===== config.mk =====
export PLATFORM = sky130hd
export DESIGN_NAME = rx_ring_mgr
export DESIGN_NICKNAME = d
export VERILOG_FILES = /design/src/rtl/rxr_pkg.sv /design/src/rtl/rxr_desc_ram.sv /design/src/rtl/rxr_regs.sv /design/src/rtl/rxr_engine.sv /design/src/rtl/rx_ring_mgr.sv
export SDC_FILE = /design/constraint.sdc
export NUM_CORES = 1
export LEC_CHECK = 0
export ABC_AREA = 1
export BUFFER_PORTS_ARGS = -buffer_cell sky130_fd_sc_hd__buf_2
export CORE_ASPECT_RATIO = 1.1
export CORE_MARGIN = 2
export CORE_UTILIZATION = 35
export DETAILED_ROUTE_END_ITERATION = 10
export PLACE_DENSITY_LB_ADDON = 0.1
export SLEW_MARGIN = 40
export SYNTH_ARGS = -nofsm -noshare
export SYNTH_HDL_FRONTEND = slang
export SYNTH_SLANG_ARGS = --single-unit

===== constraint.sdc =====
create_clock -name clk -period 10.7 [get_ports clk]
set_input_delay 2.14 -clock clk [delete_from_list [all_inputs] [get_ports clk]]
set_output_delay 2.14 -clock clk [all_outputs]
set_load 0.02 [all_outputs]

===== src/rtl/rxr_pkg.sv =====
package rxr_pkg;
   localparam int LEN_W    = 16;
   localparam int ST_EMPTY = 15;
   localparam int ST_WRAP  = 13;
   localparam int ST_LONG  = 5;
   localparam int ST_RXERR = 1;
   localparam int ERR_BITS = 6;
   localparam int ACT_BIT  = 24;

   typedef struct packed {
      logic [LEN_W-1:0] st;
      logic [LEN_W-1:0] len;
      logic [31:0]      buf_addr;
   } desc_t;

   typedef enum logic [1:0] {
      CR_ACT  = 2'd0,
      CR_BASE = 2'd1,
      CR_OVR  = 2'd2,
      CR_NONE = 2'd3
   } creg_e;
endpackage


===== src/rtl/rxr_desc_ram.sv =====
module rxr_desc_ram
   import rxr_pkg::*;
#(
   parameter int NDESC = 8,
   localparam int IW = $clog2(NDESC)
) (
   input  logic             clk,
   input  logic             rst_n,
   input  logic             host_we,
   input  logic [IW-1:0]    host_idx,
   input  logic             host_word,
   input  logic [31:0]      host_wdata,
   output logic [31:0]      host_rdata,
   input  logic             eng_we,
   input  logic [IW-1:0]    eng_idx,
   input  logic [LEN_W-1:0] eng_st_in,
   input  logic [LEN_W-1:0] eng_len_in,
   output logic [LEN_W-1:0] eng_st,
   output logic [31:0]      eng_buf
);
   desc_t mem_q [NDESC];

   always_ff @(posedge clk or negedge rst_n) begin
      if (!rst_n) begin
         for (int i = 0; i < NDESC; i++) mem_q[i] <= '0;
      end else begin
         if (host_we) begin
            if (host_word) mem_q[host_idx].buf_addr <= host_wdata;
            else begin
               mem_q[host_idx].st  <= host_wdata[31:16];
               mem_q[host_idx].len <= host_wdata[15:0];
            end
         end
         // engine write-back wins over a host write to the same word
         if (eng_we) begin
            mem_q[eng_idx].st  <= eng_st_in;
            mem_q[eng_idx].len <= eng_len_in;
         end
      end
   end

   assign host_rdata = host_word ? mem_q[host_idx].buf_addr
                                 : {mem_q[host_idx].st, mem_q[host_idx].len};
   assign eng_st  = mem_q[eng_idx].st;
   assign eng_buf = mem_q[eng_idx].buf_addr;
endmodule


===== src/rtl/rxr_regs.sv =====
module rxr_regs
   import rxr_pkg::*;
#(
   parameter int IW    = 3,
   parameter int OVR_W = 16
) (
   input  logic             clk,
   input  logic             rst_n,
   input  logic             act_we,
   input  logic             act_arm,
   input  logic             base_we,
   input  logic [IW-1:0]    base_val,
   input  logic             rearm,
   input  logic             drop,
   input  creg_e            sel,
   output logic             poll,
   output logic [IW-1:0]    base_idx,
   output logic [31:0]      rdata
);
   logic             poll_q;
   logic [IW-1:0]    base_q;
   logic [OVR_W-1:0] ovr_q;

   always_ff @(posedge clk or negedge rst_n) begin
      if (!rst_n) begin
         poll_q <= 1'b0;
         base_q <= '0;
         ovr_q  <= '0;
      end else begin
         if ((act_we && act_arm) || rearm) poll_q <= 1'b1;
         else if (drop)                    poll_q <= 1'b0;
         if (base_we) base_q <= base_val;
         if (drop)    ovr_q  <= ovr_q + 1'b1;
      end
   end

   always_comb begin
      case (sel)
         CR_ACT:  rdata = 32'(poll_q) << ACT_BIT;
         CR_BASE: rdata = 32'({base_q, 3'b000});
         CR_OVR:  rdata = 32'(ovr_q);
         default: rdata = '0;
      endcase
   end

   assign poll     = poll_q;
   assign base_idx = base_q;


   arm_source_chk: assert property (@(posedge clk) disable iff (!rst_n)
      $rose(poll_q) |-> $past((act_we && act_arm) || rearm));

   disarm_source_chk: assert property (@(posedge clk) disable iff (!rst_n)
      $fell(poll_q) |-> $past(drop));
endmodule


===== src/rtl/rxr_engine.sv =====
module rxr_engine
   import rxr_pkg::*;
#(
   parameter int NDESC     = 8,
   parameter int BUF_MAX   = 1520,
   parameter int FRAME_MAX = 1518,
   localparam int IW = $clog2(NDESC)
) (
   input  logic             clk,
   input  logic             rst_n,
   input  logic             in_valid,
   input  logic             in_sof,
   input  logic             in_eof,
   input  logic             in_err,
   input  logic [7:0]       in_data,
   input  logic             poll,
   input  logic [IW-1:0]    base_idx,
   input  logic             base_wr,
   input  logic [LEN_W-1:0] cur_st,
   input  logic [31:0]      cur_buf,
   output logic [IW-1:0]    ent_idx,
   output logic             wb_we,
   output logic [LEN_W-1:0] wb_st,
   output logic [LEN_W-1:0] wb_len,
   output logic             drop,
   output logic             mem_we,
   output logic [31:0]      mem_addr,
   output logic [7:0]       mem_wdata
);
   localparam logic [LEN_W-1:0] BUF_LIM   = LEN_W'(BUF_MAX);
   localparam logic [LEN_W-1:0] FRAME_LIM = LEN_W'(FRAME_MAX);

   logic             busy_q, drop_q, err_q;
   logic [LEN_W-1:0] cnt_q, mem_off_q;
   logic [31:0]      bufa_q, mem_addr_q;
   logic [IW-1:0]    idx_q, idx_inc;
   logic             mem_we_q;
   logic [7:0]       mem_wdata_q;

   generate
      if ((NDESC & (NDESC - 1)) == 0) begin : g_pow2
         assign ent_idx = base_idx + idx_q;
         assign idx_inc = idx_q + 1'b1;
      end else begin : g_any
         localparam logic [IW:0]   ND_W     = (IW+1)'(NDESC);
         localparam logic [IW-1:0] LAST_IDX = IW'(NDESC - 1);
         logic [IW:0] sum;
         assign sum     = {1'b0, base_idx} + {1'b0, idx_q};
         assign ent_idx = (sum >= ND_W) ? IW'(sum - ND_W) : sum[IW-1:0];
         assign idx_inc = (idx_q == LAST_IDX) ? '0 : idx_q + 1'b1;
      end
   endgenerate

   logic             start, ok, take, err_c, store, long_c;
   logic [LEN_W-1:0] cnt_c, cnt_n;
   logic [31:0]      addr_c;

   assign start  = in_valid && in_sof && !busy_q && !drop_q;
   assign ok     = poll && cur_st[ST_EMPTY];
   assign take   = in_valid && (start ? ok : busy_q);
   assign cnt_c  = start ? '0 : cnt_q;
   assign addr_c = start ? cur_buf : bufa_q;
   assign err_c  = (start ? 1'b0 : err_q) | in_err;
   assign store  = take && (cnt_c < BUF_LIM);
   assign cnt_n  = (cnt_c == '1) ? cnt_c : cnt_c + 1'b1;
   assign long_c = cnt_n > FRAME_LIM;
   assign drop   = start && !ok;
   assign wb_we  = take && in_eof;
   assign wb_len = (cnt_n > BUF_LIM) ? BUF_LIM : cnt_n;

   always_comb begin
      wb_st                 = cur_st;
      wb_st[ST_EMPTY]       = 1'b0;
      wb_st[ERR_BITS-1:0]   = '0;
      wb_st[ST_LONG]        = long_c;
      wb_st[ST_RXERR]       = err_c;
   end

   always_ff @(posedge clk or negedge rst_n) begin
      if (!rst_n) begin
         busy_q      <= 1'b0;
         drop_q      <= 1'b0;
         err_q       <= 1'b0;
         cnt_q       <= '0;
         bufa_q      <= '0;
         idx_q       <= '0;
         mem_we_q    <= 1'b0;
         mem_addr_q  <= '0;
         mem_wdata_q <= '0;
         mem_off_q   <= '0;
      end else begin
         if (wb_we)             busy_q <= 1'b0;
         else if (start && ok)  busy_q <= 1'b1;
         if (drop && !in_eof)                     drop_q <= 1'b1;
         else if (drop_q && in_valid && in_eof)   drop_q <= 1'b0;
         if (take) begin
            cnt_q  <= cnt_n;
            bufa_q <= addr_c;
            err_q  <= err_c;
         end
         if (base_wr)    idx_q <= '0;
         else if (wb_we) idx_q <= cur_st[ST_WRAP] ? '0 : idx_inc;
         mem_we_q    <= store;
         mem_addr_q  <= addr_c + 32'(cnt_c);
         mem_wdata_q <= in_data;
         mem_off_q   <= cnt_c;
      end
   end

   assign mem_we    = mem_we_q;
   assign mem_addr  = mem_addr_q;
   assign mem_wdata = mem_wdata_q;


   write_follows_byte_chk: assert property (@(posedge clk) disable iff (!rst_n)
      mem_we_q |-> $past(in_valid));

   dropped_no_write_chk: assert property (@(posedge clk) disable iff (!rst_n)
      (drop_q && in_valid) |=> !mem_we_q);

   within_buffer_chk: assert property (@(posedge clk) disable iff (!rst_n)
      mem_we_q |-> (mem_off_q < BUF_LIM));

   wrap_return_chk: assert property (@(posedge clk) disable iff (!rst_n)
      (wb_we && cur_st[ST_WRAP] && !base_wr) |=> (ent_idx == base_idx));
endmodule


===== src/rtl/rx_ring_mgr.sv =====
module rx_ring_mgr
   import rxr_pkg::*;
#(
   parameter int NDESC     = 8,
   parameter int BUF_MAX   = 1520,
   parameter int FRAME_MAX = 1518,
   parameter int OVR_W     = 16
) (
   input  logic                      clk,
   input  logic                      rst_n,
   input  logic                      host_wr,
   input  logic [$clog2(NDESC)+3:0]  host_addr,
   input  logic [31:0]               host_wdata,
   output logic [31:0]               host_rdata,
   input  logic                      in_valid,
   input  logic                      in_sof,
   input  logic                      in_eof,
   input  logic                      in_err,
   input  logic [7:0]                in_data,
   output logic                      mem_we,
   output logic [31:0]               mem_addr,
   output logic [7:0]                mem_wdata
);
   localparam int IW  = $clog2(NDESC);
   localparam int HAW = IW + 4;

   generate
      if (NDESC < 2) begin : g_bad_ndesc
         $error("NDESC must be at least 2");
      end
      if (FRAME_MAX > BUF_MAX) begin : g_bad_frame
         $error("FRAME_MAX must not exceed BUF_MAX");
      end
      if (BUF_MAX >= (1 << LEN_W) - 1) begin : g_bad_buf
         $error("BUF_MAX must fit the length field");
      end
   endgenerate

   logic          is_ctrl, is_word1;
   logic [IW-1:0] hidx;
   creg_e         csel;
   logic          unused_lsb;

   assign is_ctrl    = host_addr[HAW-1];
   assign is_word1   = host_addr[2];
   assign hidx       = host_addr[HAW-2:3];
   assign csel       = creg_e'(host_addr[3:2]);
   assign unused_lsb = ^host_addr[1:0];

   logic             poll, base_wr, rearm, drop, wb_we;
   logic [IW-1:0]    base_idx, ent_idx;
   logic [LEN_W-1:0] cur_st, wb_st, wb_len;
   logic [31:0]      cur_buf, ram_rdata, reg_rdata;

   assign base_wr = host_wr && is_ctrl && (csel == CR_BASE);
   assign rearm   = host_wr && !is_ctrl && !is_word1 && host_wdata[31];

   rxr_desc_ram #(.NDESC(NDESC)) u_ram (
      .clk        (clk),
      .rst_n      (rst_n),
      .host_we    (host_wr && !is_ctrl),
      .host_idx   (hidx),
      .host_word  (is_word1),
      .host_wdata (host_wdata),
      .host_rdata (ram_rdata),
      .eng_we     (wb_we),
      .eng_idx    (ent_idx),
      .eng_st_in  (wb_st),
      .eng_len_in (wb_len),
      .eng_st     (cur_st),
      .eng_buf    (cur_buf)
   );

   rxr_regs #(.IW(IW), .OVR_W(OVR_W)) u_regs (
      .clk      (clk),
      .rst_n    (rst_n),
      .act_we   (host_wr && is_ctrl && (csel == CR_ACT)),
      .act_arm  (host_wdata[ACT_BIT]),
      .base_we  (base_wr),
      .base_val (host_wdata[IW+2:3]),
      .rearm    (rearm),
      .drop     (drop),
      .sel      (csel),
      .poll     (poll),
      .base_idx (base_idx),
      .rdata    (reg_rdata)
   );

   rxr_engine #(.NDESC(NDESC), .BUF_MAX(BUF_MAX), .FRAME_MAX(FRAME_MAX)) u_eng (
      .clk       (clk),
      .rst_n     (rst_n),
      .in_valid  (in_valid),
      .in_sof    (in_sof),
      .in_eof    (in_eof),
      .in_err    (in_err),
      .in_data   (in_data),
      .poll      (poll),
      .base_idx  (base_idx),
      .base_wr   (base_wr),
      .cur_st    (cur_st),
      .cur_buf   (cur_buf),
      .ent_idx   (ent_idx),
      .wb_we     (wb_we),
      .wb_st     (wb_st),
      .wb_len    (wb_len),
      .drop      (drop),
      .mem_we    (mem_we),
      .mem_addr  (mem_addr),
      .mem_wdata (mem_wdata)
   );

   assign host_rdata = is_ctrl ? reg_rdata : ram_rdata;
endmodule


Yosys cells after proc, flatten, opt, wreduce, memory -nomap -nowiden
Index checks and enable logic that the tools add are counted.
- bits of input ports: 54
- memories: 0
- word-level logic and storage cells: 129
- bits in writable memories: 0
- bits in latches: 0
- register bits after elaboration: 627
- ROM bits: 0
- output and inout bits: 73
- shifts and indexed selects: 0
- reduce and logical (&&, ||, !) cells: 33
- multipliers: 0
- equal/unequal tests: 3
- $add $sub $neg: 5
- multiplexer cells: 42
- magnitude comparators: 7
- divide/modulo/power cells: 0
- bitwise gates (word level): 3
- operator list (operator ; count):
    $bwmux 512 ; 5
    $mux 512 ; 3
    $demux 64 s3 ; 5
    $bmux 64 s3 ; 2
    $mux 64 ; 6
    $mux 32 ; 4
    $mux 48 ; 2
    $pmux 25 s3 ; 1
    $mux 16 ; 3
    $add 16x1->16 const B ; 2
    $add 32x16->32 ; 1
    $gt 16x11->1 const B ; 2
    $logic_and 1x1->1 ; 21
    $eq 16x16->1 const B ; 1
    $lt 16x11->1 const B ; 1
    $mux 3 ; 3
    $ge 4x4->1 const B ; 2
    $lt 4x1->1 const B ; 2
    $mux 1 ; 8
    $not 3->4 ; 2
    $reduce_bool 2->1 ; 4
    $logic_not 1->1 ; 6
    $add 3x1->3 const B ; 1
    $add 3x3->3 ; 1
    other kinds (5) ; 5

Longest topological paths before layout
Gate-level depths: netlist of run 1.
- depth after elaboration: 12
- depth in mapped cells: 30
- gate-level depth less buffers: 28

Modules after synthesis
From an unflattened synthesis of run 1, not the netlist that was laid out.
- cell total of the unflattened synthesis: 5519
- area total of the unflattened synthesis: 37836.3 µm²
- by module, submodules not included (module ; area an instance (µm²) ; cells each ; instances ; sequential area each (µm²)):
    rxr_desc_ram ; 30050.1 ; 4429 ; 1 ; 12812.3
    rxr_engine ; 6028.3 ; 807 ; 1 ; 2377.3
    rxr_regs ; 1248.7 ; 168 ; 1 ; 500.5
    rx_ring_mgr ; 509.2 ; 115 ; 1 ; 0.0

Least setup slack after synthesis of run 1
OpenSTA, ideal clock, no wires.
- kind: input port to output port
- start point: input port host_addr[3]
- end point: output port host_rdata[19]
- data required time: 8560 ps
- arrival: 4103 ps
- stages on the path: 6
- setup slack: 4457 ps
- buffers on the path: 3
- cells stage by stage: clkbuf_1 > nor3_1 > clkbuf_1 > buf_1 > a211oi_1 > a221oi_1
- cells in the longest elaborated chain, start to end: 6
- RTL lines (what ; line ; RTL):
    start, declared ; rx_ring_mgr.sv:12 ; input logic [$clog2(NDESC)+3:0] host_addr,
    $not 3->4 (implied by the code) ; rxr_desc_ram.sv:42, rxr_desc_ram.sv:43 ;
    $bmux 64 s3 ; rxr_desc_ram.sv:42, rxr_desc_ram.sv:43 ;
    $mux 64 (implied by the code) (2 in series) ; rxr_desc_ram.sv:42 ; assign host_rdata = host_word ? mem_q[host_idx].buf_addr
    $mux 32 ; rxr_desc_ram.sv:42 ;
    $mux 32 ; rx_ring_mgr.sv:112 ; assign host_rdata = is_ctrl ? reg_rdata : ram_rdata;
    end, declared ; rx_ring_mgr.sv:14 ; output logic [31:0] host_rdata,
Every way passes these cells. The select of a mux whose other input is x is not followed.

Final worst setup path of run 1
- start point: input port host_addr[3]
- end point: output port host_rdata[16]
Same word-level chain as after synthesis.

==> results of run 1 <==
## area by class of cell
class	count	area (um^2)	share of cell area
tap	1260	1580	0.0421
inverter	374	1420	0.0380
timing repair buffer	200	1310	0.0349
sequential	627	15700	0.419
clock inverter	14	151	0.00404
clock buffer	115	2270	0.0607
antenna	2	5.00	0.000134
multi-input combinational	3008	15000	0.401
## worst paths after layout
| kind | startpoint | endpoint | slack, ns |
|---|---|---|---|
| max in group asynchronous | rst_n | u_regs.ovr_q[10] | 7.34 |
| worst max register to register | u_regs.base_idx[0] | u_eng.mem_addr[29] | 4.58 |
| min in group asynchronous | rst_n | u_eng.bufa_q[19] | 1.49 |
| worst min-delay path | flip-flop | flip-flop | 0.48 |
| worst max-delay path | host_addr[3] | host_rdata[16] | 3.12 |
| worst min register to register | flip-flop | flip-flop | 0.48 |
## power by group
part / leakage [uW] / internal (uW) / total (uW) / switching (uW)
sequential: 0.00776 / 3110 / 3510 / 405
combinational: 0.00873 / 1080 / 3590 / 2510
clock: 0.00119 / 1530 / 2600 / 1080
total: 0.0177 / 5720 / 9710 / 3990
## critical path, delay by kind of cell
| kind | cells | cell delay [ns] |
|---|---|---|
| compound gates | 2 | 0.88 |
| buf+inv | 5 | 1.87 |
| simple gates | 3 | 0.50 |
## kinds of logic (layout without fill, tap and decap cells)
| kind of cell | after synthesis | after routing | synth area share |
|---|---|---|---|
| simple gates | 1794 | 1794 | 0.222 |
| compound gates | 1134 | 1134 | 0.202 |
| buf+inv | 661 | 703 | 0.0809 |
| flops | 627 | 627 | 0.472 |
| xor+xnor | 50 | 50 | 0.0132 |
| fa+ha+maj | 22 | 22 | 0.00873 |
| mux | 8 | 8 | 0.00241 |
| other cells | 0 | 2 | 0 |
## Yosys cell counts, types with 24 or more instances
| master | number |
|---|---|
| nand2_1 | 1284 |
| dfrtp_1 | 627 |
| o21ai_0 | 559 |
| inv_1 | 343 |
| nor2_1 | 264 |
| clkbuf_1 | 211 |
| a21oi_1 | 145 |
| nand3_1 | 93 |
| o22ai_1 | 93 |
| a221oi_1 | 78 |
| nand4_1 | 71 |
| o211ai_1 | 65 |
| o21ai_1 | 41 |
| xor2_1 | 41 |
| a211oi_1 | 39 |
| buf_2 | 35 |
| a22oi_1 | 31 |
| o2111ai_1 | 25 |
| nor3_1 | 24 |
## layer usage
| layer | up-vias | share of wire |
|---|---|---|
| met2 | 1326 | 0.43 |
| met1 | 14990 | 0.44 |
| li1 | 14333 | - |
| met5 | - | 0.00023 |
| met3 | 259 | 0.087 |
| met4 | 4 | 0.037 |
## cell usage in the layout (no fill, tap or decap), types with 41 or more instances in the layout
cell	count
dfrtp_1	627
o22ai_1	93
buf_2	123
nor2_1	262
o21ai_1	41
inv_1	340
buf_4	68
nand2_1	1269
nand4_1	71
clkbuf_16	81
nand3_1	89
xor2_1	41
a21oi_1	145
a221oi_1	78
o211ai_1	65
o21ai_0	559
## stage by stage
stage	utilization	power (uW)	worst slack (ns)	instance area (um^2)
2_1_floorplan	-	5800	4.46	33300
5_1_grt	0.398	10300	3.24	37500
6_report	0.398	9710	3.12	37500
3_5_place_dp	0.371	7070	3.34	34900
3_3_place_gp	0.370	7040	3.33	34900
4_1_cts	0.397	9700	3.34	37400
==> flow_summary.toml, run 1 <==
[floorplanning]
fp-row-count = 118
die_h_um = 327
floorplan.core_area_um2 = 94200
die_w_um = 298
ioPinCount = 127
die-area_um2 = 97500
start_util = 0.353

[synth]
yosys_warnings = 0
ys_top_cells_by_area = "dfrtp_1 47%, nand2_1 14%, o21ai_0 8.4%"
ys_ff_latch = 627
ys_seq_area_frac = 0.472
synth_largest_area_cell = "dfrtp_1"
mappedNetlistNets = 4372
async_reset_ff_frac = 1.00
synth_top_area_share = 0.472
avgSynthCellArea_um2 = 7.74
netlist_instances = 4296
ys_types = 57
synth_edf_count = 0
netlist_area_um2 = 33300
synth_ff_type = "dfrtp_1"

[global_routing]
met1_usage = 0.396
gr-usage-all-layers = 0.285
gr-max-usage-layer = "met2"
grt_pass1_wl_um = 205000
met2_usage = 0.431
use_met3 = 0.0655
overflow = 0
grt_pass1_vias = 29307
antenna_found_initial = 7
grt_max_degree = 141

[finish]
drive_gt1_frac = 0.0947
final_cell_count_no_fill = 5600
nFillCells = 9908
syn2layout_area_growth_pct = 12.6
nNetsFinal = 4362

[clock_tree]
root_buffer = "clkbuf_16"
cts-hold-fix-buffers = 0
clock_path_buffers = 3
cts_sinks = 627
post-cts-setup-buffer-count = 0
clk_latency_ns = 0.64
htreeDepth = 3
cts_buffers = 75
post_cts_resize_count = 0
clkTransAtPathRegs_ns = 0.06
cts_tree = "done"

[hold_path]
whs_path_depth = 2
min_path_type = "reg2reg"

[detailed_routing]
viasPerCell = 5.52
wire_per_inst_um = 25.1
dr.pass1.iters = 5
postRouteAntennaNets = 0
route.detailed.drc = 0
drtIter0Drc = 3619
wirelength_um = 141000
via_count = 30912

[sta]
grt_setup_unrepaired = "false"
final.setup_skew_ns = 0.0207
holdWs_ns = 0.482
fin_crit_ns = 7.58
slew_headroom = 0.384
fmax_ghz = 0.132
setup_viol = 0
fin_setup_tns_ns = 0
period_share = 0.708
worst_pin_slew_ns = 0.918
final_max_slew_viol_count = 0
hold_violations = 0

[worst_setup_path]
cp.required_ns = 8.56
cp-end-kind = "output port"
worstRegToRegCells = 22
critPathMaxFanout = 27
cp_cell_sequence = "buf_2 -> nand3_2 -> buf_4 -> inv_2 -> buf_4 -> a22oi_1 -> nand4_1 -> nor2_1 -> a311oi_1 -> buf_2"
crit_type = "in2out"
worstPathArrival_ns = 5.44
cp_slowest_stage_delay_ns = 0.71
worst_setup_path_start_kind = "input port"
cpMaxStageDelayCell = "a311oi_1"

[power]
cellPowerDensity_nw_per_um2 = 259
ir_worst_vdd_uv = 129
p_leak_uw = 0.0177

[place]
placed_cells = 5467
hpwl_um = 86900
gp_congestion = 0.864
port_buffers = 124

[outcome]
outcome = "complete, no violations"

[run]
drv_cap = 0
No activity file was read; power rests on OpenSTA's default activity.
==> inputs of run 2 (changes only) <==
clock period = 7.3 ns   (was 10.7 ns; I/O delays follow)
==> flow_summary.toml, run 2 (synthesis results as in run 1) <==
[place]
hpwl_um = 89800
gp_congestion = 0.851
placed_cells = 5509
port_buffers = 124

[floorplanning]
ioPinCount = 127
die-area_um2 = 97500
die_h_um = 327
die_w_um = 298
floorplan.core_area_um2 = 94200
fp-row-count = 118
start_util = 0.353

[power]
pwr-share-clk = 0.275
swShare = 0.408
power_frac_comb = 0.367
p_seq_frac = 0.358
cellPowerDensity_nw_per_um2 = 381
p_sw_uw = 5870
totalPowerFinal_uw = 14400
p_leak_uw = 0.0179
internal_power_uw = 8530
ir_worst_vdd_uv = 240

[finish]
layout_common_cells = "1269 x nand2_1, 627 x dfrtp_1, 558 x o21ai_0"
nFillCells = 9902
final_cell_count_no_fill = 5649
syn2layout_area_growth_pct = 13.8
regArea_um2 = 15700
drive_gt1_frac = 0.105
multi_input_area_um2 = 15000
layout_commonest_cell = "nand2_1"
nNetsFinal = 4404

[sta]
final_max_slew_viol_count = 0
fin_setup_tns_ns = 0
fmax_ghz = 0.167
slew_headroom = 0.376
grt_setup_unrepaired = "false"
period_share = 0.819
final.setup_skew_ns = 0.0222
worst_pin_slew_ns = 0.935
setup_viol = 0
hold_violations = 0
fin_crit_ns = 5.98

[outcome]
outcome = "complete, no violations"

[clock_tree]
cts_buffers = 76
post_cts_resize_count = 0
root_buffer = "clkbuf_16"
cts-hold-fix-buffers = 0
cts_tree = "done"
clk_latency_ns = 0.65
post-cts-setup-buffer-count = 0
clkTransAtPathRegs_ns = 0.06
clock_path_buffers = 3
cts_sinks = 627
htreeDepth = 3

[global_routing]
grt_max_degree = 146
grt_pass1_vias = 29225
overflow = 0
grt_pass1_wl_um = 204000
antenna_found_initial = 10
gr-usage-all-layers = 0.283

[detailed_routing]
wirelength_um = 140000
wl_met1_um = 62200
route.detailed.drc = 0
dr.pass1.iters = 6
viasPerCell = 5.50
postRouteAntennaNets = 0
via_count = 31060
highest_layer = "met5"
wl_met3_um = 11700
wire_per_inst_um = 24.8
drtIter0Drc = 3617
wl_met2_um = 61600

[hold_path]
min_path_type = "reg2reg"

[worst_setup_path]
worst_setup_path_start_kind = "flip-flop"
cp.required_ns = 7.84
crit_type = "reg2reg"
cp-end-kind = "flip-flop"
worstPathArrival_ns = 6.52
critPathMaxFanout = 18

[run]
drv_cap = 0
## run 2: cell types whose count changed in the layout (fill, tap and decap cells not counted), sizes merged
cell,change
buf,+41
inv,+4
bufinv,+2
clkinvlp,-1
clkbuf,+2
clkinv,-1
diode,+2
## run 2: power by group through the flow
stage / sequential [uW] / clock [uW] / combinational, uW
floorplan: 5130 / 0 / 3380
global placement: 5180 / 0 / 5170
detailed placement: 5190 / 0 / 5220
CTS: 5130 / 4030 / 5240
global route: 5270 / 4170 / 5840
finish: 5150 / 3960 / 5280
## run 2: routing by layer
layer,vias up,track usage
met5,-,0
met4,8,0.0984
met3,237,0.0615
met2,1277,0.429
met1,15107,0.399
li1,14431,-
## run 2: through the flow
stage / util / hold slack [ns] / worst slack (ns) / area, um^2
6_report: 0.402 / 0.484 / 1.32 / 37800
3_3_place_gp: 0.374 / 0.463 / 1.26 / 35200
2_1_floorplan: - / 0.449 / 2.42 / 33300
5_1_grt: 0.402 / 0.506 / 0.921 / 37800
3_5_place_dp: 0.374 / 0.471 / 1.57 / 35200
4_1_cts: 0.401 / 0.487 / 1.56 / 37800
## run 2: worst paths after layout
check                                    from                          to  slack, ns  cells after the start
setup / recovery           u_regs.base_idx[0]          u_eng.mem_addr[31]       1.32                     23
hold / removal                      flip-flop                   flip-flop       0.48                      2
setup reg to reg           u_regs.base_idx[0]          u_eng.mem_addr[31]       1.32                     23
hold reg to reg                     flip-flop                   flip-flop       0.48                      2
max in group asynchronous               rst_n            u_ram.mem_q[422]       5.08                      3
min in group asynchronous               rst_n  asynchronous set/reset pin       0.83                      1
## run 2: worst max-delay path, stage by stage (launching register included)
cell	delay, ns
dfrtp_1	0.42
ha_2	0.19
inv_1	0.04
fa_2	0.81
inv_2	0.31
nor3_2	0.26
clkinv_1	0.68
or2_2	0.56
nand3_1	0.11
o22ai_1	0.18
ha_1	0.42
nand3_1	0.09
nand2_1	0.12
a21oi_1	0.11
o21ai_0	0.41
nand3_1	0.12
nand2_1	0.14
nand3_1	0.18
nand2_1	0.17
nand2_1	0.14
nor2_2	0.16
nand3_1	0.08
nand2_1	0.10
inv_1	0.04
## run 2: area by class of cell
class,count,area share
timing repair buffer,241,0.0431
multi-input combinational,3008,0.396
tap,1260,0.0417
inverter,374,0.0373
clock buffer,117,0.0607
sequential,627,0.415
clock inverter,18,0.00658
antenna,4,0.000265
